<file path="config.mk">
export PLATFORM = sky130hd
export DESIGN_NAME = nvm_ctrl
export DESIGN_NICKNAME = d
export VERILOG_FILES = /design/src/rtl/nvm_pkg.sv /design/src/rtl/nvm_arm_window.sv /design/src/rtl/nvm_prog_timer.sv /design/src/rtl/nvm_stall_gen.sv /design/src/rtl/nvm_array.sv /design/src/rtl/nvm_ctrl.sv
export SDC_FILE = /design/constraint.sdc
export NUM_CORES = 2
export LEC_CHECK = 0
export ABC_CLOCK_PERIOD_IN_PS = 7200
export BUFFER_PORTS_ARGS = -buffer_cell sky130_fd_sc_hd__buf_2
export CORE_MARGIN = 3
export CORE_UTILIZATION = 50
export DETAILED_ROUTE_END_ITERATION = 10
export HOLD_SLACK_MARGIN = 0.1
export PLACE_DENSITY = 0.64
export REMOVE_ABC_BUFFERS = 1
export SETUP_SLACK_MARGIN = 0.2
export SYNTH_ARGS = -nofsm -noshare
export SYNTH_HDL_FRONTEND = slang
export SYNTH_SLANG_ARGS = --single-unit
</file>
<file path="constraint.sdc">
create_clock -name clk -period 7.2 [get_ports clk]
set_input_delay 0.72 -clock clk [delete_from_list [all_inputs] [get_ports clk]]
set_output_delay 0.72 -clock clk [all_outputs]
set_load 0.05 [all_outputs]
</file>
<file path="src/rtl/nvm_pkg.sv">
// Package: shared register-select codes and control-bit positions for the
// nonvolatile memory access controller. Assumes an 8-bit register bus.
package nvm_pkg;

    typedef enum logic [1:0] {
        SEL_CTRL = 2'd0,
        SEL_ADDR = 2'd1,
        SEL_DATA = 2'd2,
        SEL_NONE = 2'd3
    } nvm_sel_e;

    localparam int BIT_IRQ_EN = 3;
    localparam int BIT_ARM    = 2;
    localparam int BIT_STROBE = 1;
    localparam int BIT_READ   = 0;

endpackage

</file>
<file path="src/rtl/nvm_arm_window.sv">
// Module: nvm_arm_window
// Opens a master-enable window of ARM_CYCLES clock edges when armed. The
// window is closed early when a write consumes it. Assumes arm_i and
// consume_i are single-cycle qualified requests from the register decode.
module nvm_arm_window #(
    parameter int ARM_CYCLES = 4
) (
    input  logic clk,
    input  logic rst_n,
    input  logic arm_i,
    input  logic consume_i,
    output logic armed_o
);
    localparam int CNT_W = $clog2(ARM_CYCLES + 1);

    logic [CNT_W-1:0] cnt_q;

    // Purpose: load, consume or count down the remaining window.
    always_ff @(posedge clk) begin
        if (!rst_n) begin
            cnt_q <= '0;
        end else if (consume_i) begin
            cnt_q <= '0;
        end else if (arm_i) begin
            cnt_q <= CNT_W'(ARM_CYCLES);
        end else if (cnt_q != '0) begin
            cnt_q <= cnt_q - CNT_W'(1);
        end
    end

    assign armed_o = (cnt_q != '0);

    p_window_decay_r2: assert property (@(posedge clk) disable iff (!rst_n)
        (armed_o && !arm_i && !consume_i) |=> (cnt_q == $past(cnt_q) - CNT_W'(1)));

    p_window_bound_r2: assert property (@(posedge clk) disable iff (!rst_n)
        cnt_q <= CNT_W'(ARM_CYCLES));

endmodule

</file>
<file path="src/rtl/nvm_prog_timer.sv">
// Module: nvm_prog_timer
// Synchronizes the slow oscillator into the clock domain. It counts the
// tick's rising edges and holds busy_o for WRITE_TICKS of them after a start.
// done_o marks the cycle on which programming completes. Assumes start_i is
// never raised while busy_o is high.
module nvm_prog_timer #(
    parameter int WRITE_TICKS = 8448,
    parameter int SYNC_STAGES = 2
) (
    input  logic clk,
    input  logic rst_n,
    input  logic slow_tick_i,
    input  logic start_i,
    output logic busy_o,
    output logic done_o
);
    localparam int CNT_W = $clog2(WRITE_TICKS + 1);
    localparam logic [CNT_W-1:0] LAST = CNT_W'(WRITE_TICKS - 1);

    logic [SYNC_STAGES:0] sync_q;
    logic [CNT_W-1:0]     cnt_q;
    logic                 busy_q;
    logic                 tick_rise;

    // Purpose: synchronizer chain plus one edge-detect stage.
    genvar g;
    generate
        for (g = 0; g <= SYNC_STAGES; g++) begin : g_sync
            if (g == 0) begin : g_first
                always_ff @(posedge clk) begin
                    if (!rst_n) sync_q[g] <= 1'b0;
                    else        sync_q[g] <= slow_tick_i;
                end
            end else begin : g_next
                always_ff @(posedge clk) begin
                    if (!rst_n) sync_q[g] <= 1'b0;
                    else        sync_q[g] <= sync_q[g-1];
                end
            end
        end
    endgenerate

    assign tick_rise = sync_q[SYNC_STAGES-1] && !sync_q[SYNC_STAGES];
    assign done_o    = busy_q && tick_rise && (cnt_q == LAST);

    // Purpose: count tick edges during programming and end the write.
    always_ff @(posedge clk) begin
        if (!rst_n) begin
            busy_q <= 1'b0;
            cnt_q  <= '0;
        end else if (start_i) begin
            busy_q <= 1'b1;
            cnt_q  <= '0;
        end else if (done_o) begin
            busy_q <= 1'b0;
            cnt_q  <= '0;
        end else if (busy_q && tick_rise) begin
            cnt_q  <= cnt_q + CNT_W'(1);
        end
    end

    assign busy_o = busy_q;

    p_busy_hold_r4: assert property (@(posedge clk) disable iff (!rst_n)
        (busy_q && !done_o) |=> busy_q);

    p_done_count_r4: assert property (@(posedge clk) disable iff (!rst_n)
        $fell(busy_q) |-> ($past(cnt_q) == LAST));

    p_no_restart_r4: assert property (@(posedge clk) disable iff (!rst_n)
        start_i |-> !busy_q);

endmodule

</file>
<file path="src/rtl/nvm_stall_gen.sv">
// Module: nvm_stall_gen
// Holds the CPU stall request for a fixed number of cycles after a read or
// a write start. Assumes the two go pulses never coincide.
module nvm_stall_gen #(
    parameter int READ_STALL  = 4,
    parameter int WRITE_STALL = 2
) (
    input  logic clk,
    input  logic rst_n,
    input  logic read_go_i,
    input  logic write_go_i,
    output logic stall_o
);
    localparam int MAXS  = (READ_STALL > WRITE_STALL) ? READ_STALL : WRITE_STALL;
    localparam int CNT_W = $clog2(MAXS + 1);

    logic [CNT_W-1:0] cnt_q;

    // Purpose: load the stall length and count it down.
    always_ff @(posedge clk) begin
        if (!rst_n) begin
            cnt_q <= '0;
        end else if (write_go_i) begin
            cnt_q <= CNT_W'(WRITE_STALL);
        end else if (read_go_i) begin
            cnt_q <= CNT_W'(READ_STALL);
        end else if (cnt_q != '0) begin
            cnt_q <= cnt_q - CNT_W'(1);
        end
    end

    assign stall_o = (cnt_q != '0);

    p_stall_bound_r8: assert property (@(posedge clk) disable iff (!rst_n)
        cnt_q <= CNT_W'(MAXS));

    p_stall_read_r8: assert property (@(posedge clk) disable iff (!rst_n)
        read_go_i |=> stall_o);

    p_stall_write_r9: assert property (@(posedge clk) disable iff (!rst_n)
        write_go_i |=> stall_o);

    p_go_exclusive_r7: assert property (@(posedge clk) disable iff (!rst_n)
        !(read_go_i && write_go_i));

endmodule

</file>
<file path="src/rtl/nvm_array.sv">
// Module: nvm_array
// Behavioural byte array that stands in for the nonvolatile cells. It has
// one synchronous write port and a combinational read port. Its contents
// are not reset, since a real array keeps its data across resets.
module nvm_array #(
    parameter int ADDR_W = 8,
    parameter int DATA_W = 8
) (
    input  logic              clk,
    input  logic              we_i,
    input  logic [ADDR_W-1:0] waddr_i,
    input  logic [DATA_W-1:0] wdata_i,
    input  logic [ADDR_W-1:0] raddr_i,
    output logic [DATA_W-1:0] rdata_o
);
    localparam int DEPTH = 1 << ADDR_W;

    logic [DATA_W-1:0] mem_q [DEPTH];

    // Purpose: commit a programmed byte.
    always_ff @(posedge clk) begin
        if (we_i) mem_q[waddr_i] <= wdata_i;
    end

    assign rdata_o = mem_q[raddr_i];

endmodule

</file>
<file path="src/rtl/nvm_ctrl.sv">
// Module: nvm_ctrl (top)
// Register-mapped access controller for a byte-wide nonvolatile memory. It
// decodes control, address and data registers and enforces the arm-then-
// strobe write sequence. Writes are timed from a slow tick. The block drives
// the ready interrupt and the CPU stall request. Assumes ADDR_W <= 8 and one
// register access per cycle.
module nvm_ctrl #(
    parameter int ADDR_W      = 8,
    parameter int WRITE_TICKS = 8448,
    parameter int ARM_CYCLES  = 4,
    parameter int READ_STALL  = 4,
    parameter int WRITE_STALL = 2,
    parameter int SYNC_STAGES = 2
) (
    input  logic       clk,
    input  logic       rst_n,
    input  logic       reg_wr_en_i,
    input  logic [1:0] reg_sel_i,
    input  logic [7:0] reg_wdata_i,
    output logic [7:0] reg_rdata_o,
    input  logic       gie_i,
    input  logic       flash_busy_i,
    input  logic       slow_tick_i,
    output logic       ready_irq_o,
    output logic       cpu_stall_o
);
    import nvm_pkg::*;

    localparam int DATA_W = 8;

    nvm_sel_e           sel;
    logic               ctrl_wr, addr_wr, data_wr;
    logic               arm_req, strobe_req, read_req;
    logic               armed, busy, done;
    logic               start_wr, read_go;
    logic               irq_en_q;
    logic [ADDR_W-1:0]  addr_q, pend_addr_q;
    logic [DATA_W-1:0]  data_q, pend_data_q, mem_rdata;

    assign sel        = nvm_sel_e'(reg_sel_i);
    assign ctrl_wr    = reg_wr_en_i && (sel == SEL_CTRL);
    assign addr_wr    = reg_wr_en_i && (sel == SEL_ADDR);
    assign data_wr    = reg_wr_en_i && (sel == SEL_DATA);
    assign arm_req    = ctrl_wr && reg_wdata_i[BIT_ARM];
    assign strobe_req = ctrl_wr && reg_wdata_i[BIT_STROBE];
    assign read_req   = ctrl_wr && reg_wdata_i[BIT_READ];
    assign start_wr   = strobe_req && armed && !busy && !flash_busy_i;
    assign read_go    = read_req && !busy && !start_wr;

    nvm_arm_window #(.ARM_CYCLES(ARM_CYCLES)) u_arm (
        .clk      (clk),
        .rst_n    (rst_n),
        .arm_i    (arm_req),
        .consume_i(start_wr),
        .armed_o  (armed)
    );

    nvm_prog_timer #(.WRITE_TICKS(WRITE_TICKS), .SYNC_STAGES(SYNC_STAGES)) u_timer (
        .clk        (clk),
        .rst_n      (rst_n),
        .slow_tick_i(slow_tick_i),
        .start_i    (start_wr),
        .busy_o     (busy),
        .done_o     (done)
    );

    nvm_stall_gen #(.READ_STALL(READ_STALL), .WRITE_STALL(WRITE_STALL)) u_stall (
        .clk       (clk),
        .rst_n     (rst_n),
        .read_go_i (read_go),
        .write_go_i(start_wr),
        .stall_o   (cpu_stall_o)
    );

    nvm_array #(.ADDR_W(ADDR_W), .DATA_W(DATA_W)) u_array (
        .clk    (clk),
        .we_i   (done),
        .waddr_i(pend_addr_q),
        .wdata_i(pend_data_q),
        .raddr_i(addr_q),
        .rdata_o(mem_rdata)
    );

    // Purpose: interrupt enable bit of the control register.
    always_ff @(posedge clk) begin
        if (!rst_n)       irq_en_q <= 1'b0;
        else if (ctrl_wr) irq_en_q <= reg_wdata_i[BIT_IRQ_EN];
    end

    // Purpose: address register, frozen while a write is in flight.
    always_ff @(posedge clk) begin
        if (!rst_n)                addr_q <= '0;
        else if (addr_wr && !busy) addr_q <= reg_wdata_i[ADDR_W-1:0];
    end

    // Purpose: data register, loaded by software or by a read.
    always_ff @(posedge clk) begin
        if (!rst_n)       data_q <= '0;
        else if (read_go) data_q <= mem_rdata;
        else if (data_wr) data_q <= reg_wdata_i;
    end

    // Purpose: capture the write operands when programming starts.
    always_ff @(posedge clk) begin
        if (!rst_n) begin
            pend_addr_q <= '0;
            pend_data_q <= '0;
        end else if (start_wr) begin
            pend_addr_q <= addr_q;
            pend_data_q <= data_q;
        end
    end

    // Purpose: read-back multiplexer for the selected register.
    always_comb begin
        reg_rdata_o = '0;
        case (sel)
            SEL_CTRL: begin
                reg_rdata_o[BIT_IRQ_EN] = irq_en_q;
                reg_rdata_o[BIT_ARM]    = armed;
                reg_rdata_o[BIT_STROBE] = busy;
            end
            SEL_ADDR: reg_rdata_o[ADDR_W-1:0] = addr_q;
            SEL_DATA: reg_rdata_o = data_q;
            default:  reg_rdata_o = '0;
        endcase
    end

    assign ready_irq_o = !busy && irq_en_q && gie_i;

    p_start_armed_r3: assert property (@(posedge clk) disable iff (!rst_n)
        $rose(busy) |-> $past(armed));

    p_start_no_flash_r10: assert property (@(posedge clk) disable iff (!rst_n)
        $rose(busy) |-> !$past(flash_busy_i));

    p_addr_locked_r7: assert property (@(posedge clk) disable iff (!rst_n)
        (busy && $past(busy)) |-> $stable(addr_q));

    p_irq_quiet_r6: assert property (@(posedge clk) disable iff (!rst_n)
        busy |-> !ready_irq_o);

    p_operands_held_r5: assert property (@(posedge clk) disable iff (!rst_n)
        (busy && $past(busy)) |-> ($stable(pend_addr_q) && $stable(pend_data_q)));

endmodule

</file>
Word level (Yosys, flattened, before mapping)
Memory sizes are Yosys's and may differ from the RTL's. A register that Yosys moved wholly into a read port is not among the register bits. Index checks and enable logic that the tools add are counted.

Divide/modulo/power cells: 0. Magnitude comparators: 0. Multiplexer cells: 16. Reductions and logical operators: 33. Bitwise operators: 1. Eq/ne operators: 3. Multiply operators: 0. Add/sub/neg operators: 3. Shift operators: 0.

Operators by type and width (count): 8-bit two-way mux (4); 1-bit logical AND (17); 14-bit by 1-bit adder with 14-bit output (second input constant) (1); 14-bit == test (second input constant) (1); 3-bit two-way mux (4); 3-bit one-hot mux with 3 select lines (1); 3-bit nonzero test (3); 3-bit OR reduction (3); 4-bit one-hot mux with 2 select lines (1); 2-bit nonzero test (4); 3-bit by 1-bit subtractor with 3-bit output (second input constant) (2); 1-bit zero test (4); 1-bit two-way mux (4); 2-bit by 1-bit == test with 1-bit output (second input constant) (1); 2-bit == test (second input constant) (1); 2-bit zero test (1); 2-bit two-way mux (1); 1-bit one-hot mux with 2 select lines (1); 2-bit OR reduction (1); 1-bit inverter (1).

Memory bits (writable): 2048. Register bits: 57. Memories kept: 1. Memory bits (read-only): 0. Word-level logic and storage cells: 72. Latch bits: 0. Output and inout bits: 10.

Memories: u_array.mem_q (depth 256, bits a word 8, rd ports 1, clocked after memory_dff 1, wr ports 1, RTL line nvm_array.sv:18) `logic [DATA_W-1:0] mem_q [DEPTH];`.

Longest topological paths before layout
Word-level depth: 10. Mapped depth: 14. Depth with buffers taken out: 10.

Cells and area by module
A second synthesis with hierarchy kept.

Cells, all modules: 4035. Area, all modules: 82132.5 µm².

Modules (own cells, without submodules): nvm_array (cells an instance 3725, instances 1, area an instance 79396.1 µm², seq. area each 61499.0 µm²); nvm_ctrl (cells an instance 185, instances 1, area an instance 1572.8 µm², seq. area each 660.6 µm²); nvm_prog_timer (cells an instance 86, instances 1, area an instance 814.5 µm², seq. area each 360.3 µm²); nvm_arm_window (cells an instance 20, instances 1, area an instance 181.4 µm², seq. area each 60.1 µm²); nvm_stall_gen (cells an instance 19, instances 1, area an instance 167.7 µm², seq. area each 60.1 µm²).

Worst setup path before layout
OpenSTA, ideal clock, no wires.

Path type: reg2reg. From: reg pend_data_q[0]. To: mem u_array.mem_q[0][0], data pin. Data required time: 6.344 ns. Arrival: 3.397 ns. Stages on the path, launching flop included: 1. Buffers on the path: 0. Setup slack: 2.947 ns. Cells stage by stage: dfxtp_1.

RTL lines: from (decl) (RTL line nvm_ctrl.sv:38) `logic [DATA_W-1:0] data_q, pend_data_q, mem_rdata;`; from (signal assigned) (RTL line nvm_ctrl.sv:110) `pend_data_q <= data_q;`; to (decl) (RTL line nvm_array.sv:18).

Straight into the memory's write port.

Final worst setup path
From: reg u_timer.busy_q (netlist: u_timer.busy_o). To: mem u_array.mem_q[246][5] (enable).

Cells in the longest elaborated chain, start to end: 4.

RTL lines: from (decl) (RTL line nvm_prog_timer.sv:22) `logic busy_q;`; from (signal assigned) (RTL line nvm_prog_timer.sv:49) `busy_q <= 1'b0;`; from (signal assigned) (RTL line nvm_prog_timer.sv:52) `busy_q <= 1'b1;`; from (signal assigned) (RTL line nvm_prog_timer.sv:55) `busy_q <= 1'b0;`; 1-bit logical AND (2 in a row) (RTL line nvm_prog_timer.sv:44) `assign done_o = busy_q && tick_rise && (cnt_q == LAST);`; 1-bit two-way mux (RTL line nvm_array.sv:22) `if (we_i) mem_q[waddr_i] <= wdata_i;`; 1-bit two-way mux (implied by the code) (RTL line nvm_array.sv:22).

Every way passes these cells.

==> results.cfg <==
[status]
run_status = complete, but fails checks
violations = capacitance limit

[synth]
yosysTopAreaCell = edfxtp_1
syn_avg_cell_area_um2 = 21.5
syn_area_mm2 = 0.0820
synth-simple-area-share_pct = 3.16
synth_edf_count = 2048
ys_types = 60
ys.flop_type = edfxtp_1
synth_seq_cells = 2113
synth_top_family_by_area = multiplexers
synth_xor_area_share_pct = 0.160
yosysTopAreaCellShare_pct = 75.0
synthAdderAreaFrac_pct = 0.153
syn_inst = 3812
synth_compound_area_share_pct = 1.47
yosysWarnings = 0
synth_area_leaders = edfxtp_1, mux4_2, dfxtp_1
seq_area_frac_synth_pct = 76.6
synthArstFlopShare_pct = 0
synth_mux_area_share_pct = 17.1

[power_and_ir_drop]
swShare_pct = 19.9
p_comb_share_pct = 2.0
finalPower_uw = 24200
power_frac_seq_pct = 55.0
power_frac_clock_pct = 43.0
powerDensity_mw_per_mm2 = 266
power.leakage_uw = 0.0225
switching_power_uw = 4830
peakVddDrop_mv = 0.256
p_int_uw = 19400

[drt]
totalWireLength_um = 208000
firstDrtPassIters = 5
wl_per_cell_um = 33.2
drtAntennaViolNets = 0
viasPerCell = 6.37
vias = 39900
post-route-drc-count = 0
drt_iter0_drc = 5387

[sta]
fin_skew_ns = 0.0355
max-slew-margin-rel_pct = 0.149
setup_slack_ns = 2.28
report.final.slew_viol_count = 0
fin_crit_ns = 4.92
max_freq_mhz = 203
rsz0062_at_grt = no
holdWs_ns = 0.217
final_hold_viol_count = 0
tightestPinTransition_ns = 1.49
finalSetupViolations = 0
period_share_pct = 68.3

[floorplan]
die_w_um = 411
core_mm2 = 0.163
die_h_um = 411
rows = 148
die_area_mm2 = 0.169
initial_core_util_pct = 50.3
ios = 26

[global_routing]
antenna_found_initial = 6
grt_use_total_pct = 24.9
grt_first_pass_wirelength_um = 298000
overflow = 0
grt_max_degree = 158
grt_pass1_vias = 39500

[min_path]
holdPathStages = 3
hold_start = reg_wdata_i[7]
worstHoldPathType = input pin to flip-flop
holdPathEnd = addr_q[7]$_SDFFE_PN0P_

[worst_setup_path]
r2r-end = u_array.mem_q[246][5]$_DFFE_PP_
crit_family = simple AND/OR/NAND/NOR gates
r2r_slack_ns = 2.28
worstSetupEndpointType = flip-flop
required_ns = 7.65
cp_slowest_cell = nor3_1
path_cells = and3b_1 -> nand4_1 -> nor2_1 -> nand4b_1 -> buf_4 -> nor3_1 -> nand3_1 -> nor2_1
cp.arrival_ns = 5.37
slowest_delay_ns = 0.99
r2r.worst_path.cells = 8
cp_num_buf_inv = 1
worst_r2r_startpoint = u_timer.busy_o$_SDFFE_PN0P_
worstSetupStartpointType = flip-flop
crit_type = flip-flop to flip-flop
cpMostUsedCell = nor2_1
crit_fanout = 16
crit_path_start = u_timer.busy_o$_SDFFE_PN0P_

[clock_network]
post-cts-setup-buffer-count = 0
cts-buffers-inserted = 202
ctsHoldBuffers = 1
cts_buffer_depth = 3
cts_resized = 0
clkSinkCount = 2113
clock_latency_ns = 0.83
ctsHtreeMaxLevel = 4
cts-root-buf = clkbuf_16
cts_tree = yes
clkSlewWorstSetupHoldPaths_ns = 0.06

[place]
io_buffers = 25
post_dp_cell_area_mm2 = 0.0846
dpl.hpwl_um = 125000
gp_congestion = 0.893
dp.cells = 5879
post-place-ws_ns = 2.38

[cells_and_area]
final_layout_size_suffix_gt1_share_pct = 24.6
final_cells = 6257
final_area_mm2 = 0.0911
fin_nets = 3935
area_growth_pct = 11.1

[job]
maxCapViolCount = 1
## layout by cell type, fill, tap and decap left out, types with 14 or more instances in the layout
cell / n
clkbuf_1: 36
bufinv_16: 18
clkbuf_16: 208
clkinv_1: 57
a21oi_1: 28
nor2_1: 314
a22oi_1: 33
nand2_1: 151
and3_1: 15
clkinv_2: 36
dfxtp_1: 52
buf_4: 67
a21boi_0: 19
mux4_2: 592
edfxtp_1: 2048
mux2i_1: 66
o22ai_1: 17
nor3_1: 16
buf_12: 14
buf_2: 25
nand3_1: 37
nor2b_1: 28
## cell usage after synthesis, drive strengths merged (15+ instances only)
cell / number
dfxtp: 65
and3: 15
o22ai: 17
inv: 18
nand2: 151
buf: 112
nand3: 38
a21boi: 19
mux4: 592
nor2: 314
a21oi: 28
a22oi: 33
nor2b: 28
clkbuf: 102
edfxtp: 2048
nor3: 17
mux2i: 66
## power groups by stage
stage          Sequential [uW]  Clock, uW  Combinational, uW
6_report                 13300      10400                492
5_1_grt                  13300      11000                519
4_1_cts                  13300      10500                493
3_5_place_dp             13600          0                491
3_3_place_gp             13600          0                487
2_1_floorplan            13700          0                377
## cells by family (layout without fill, tap and decap cells)
group,after synthesis,in the layout
DFF,2113,2113
muxes,661,661
and+or+nand+nor,609,609
buffers and inverters,232,497
AOI/OAI and AO/OA,172,172
xor gates and xnor gates,15,15
adders and majority gates,10,10
other,0,5
## registers in the layout, summed over array words and instances, names as in the netlist, named ones only
name	count
u_timer.sync_q	3
u_stall.cnt_q	3
addr_q	8
pend_data_q	8
data_q	8
u_array.mem_q	2048
pend_addr_q	8
u_arm.cnt_q	3
u_timer.busy_o	1
u_timer.cnt_q	14
irq_en_q	1
## metal layers
metal / vias to the layer above / global-route usage (%) / part of all wire, % / wire [um]
li1: 16100 / - / - / -
met1: 21500 / 36.5 / 41 / 85000
met2: 1999 / 37.7 / 47 / 97000
met3: 329 / 5.41 / 9.1 / 18900
met4: 6 / 7.67 / 3.1 / 6500
met5: - / 0.259 / 0.041 / 86
## per-stage QoR
stage | TNS, ns | utilization (%)
6_report | 0 | 55.9
3_3_place_gp | 0 | 51.9
3_5_place_dp | 0 | 51.9
2_1_floorplan | -128.58 | -
4_1_cts | 0 | 55.9
5_1_grt | 0 | 55.9
## area by class of cell
class,count,area (um2)
fill,12000,71800
sequential,2113,62800
multi-input combinational,1467,18100
clock buffer,246,5370
tap,2175,2720
clock inverter,126,1090
timing repair buffer,107,918
inverter,18,75.1
antenna,5,12.5
## worst min-delay path, cell delays in order
cell     delay [ns]
buf_2          0.10
mux2i_1        0.06
nor2b_1        0.12
## worst max-delay path by stage
stage                                                 end  slack (ns)  cells after the start
final                     u_array.mem_q[246][5]$_DFFE_PP_        2.28                      8
after detailed placement  u_array.mem_q[240][3]$_DFFE_PP_        2.38                      8
after floorplan                    data_q[5]$_SDFFE_PN0P_      -16.43                      7
after global routing      u_array.mem_q[249][7]$_DFFE_PP_        2.09                      8
after global placement    u_array.mem_q[249][6]$_DFFE_PP_        2.39                      8
after CTS                 u_array.mem_q[248][2]$_DFFE_PP_        2.35                      8
(Power assumes the default switching activity.)
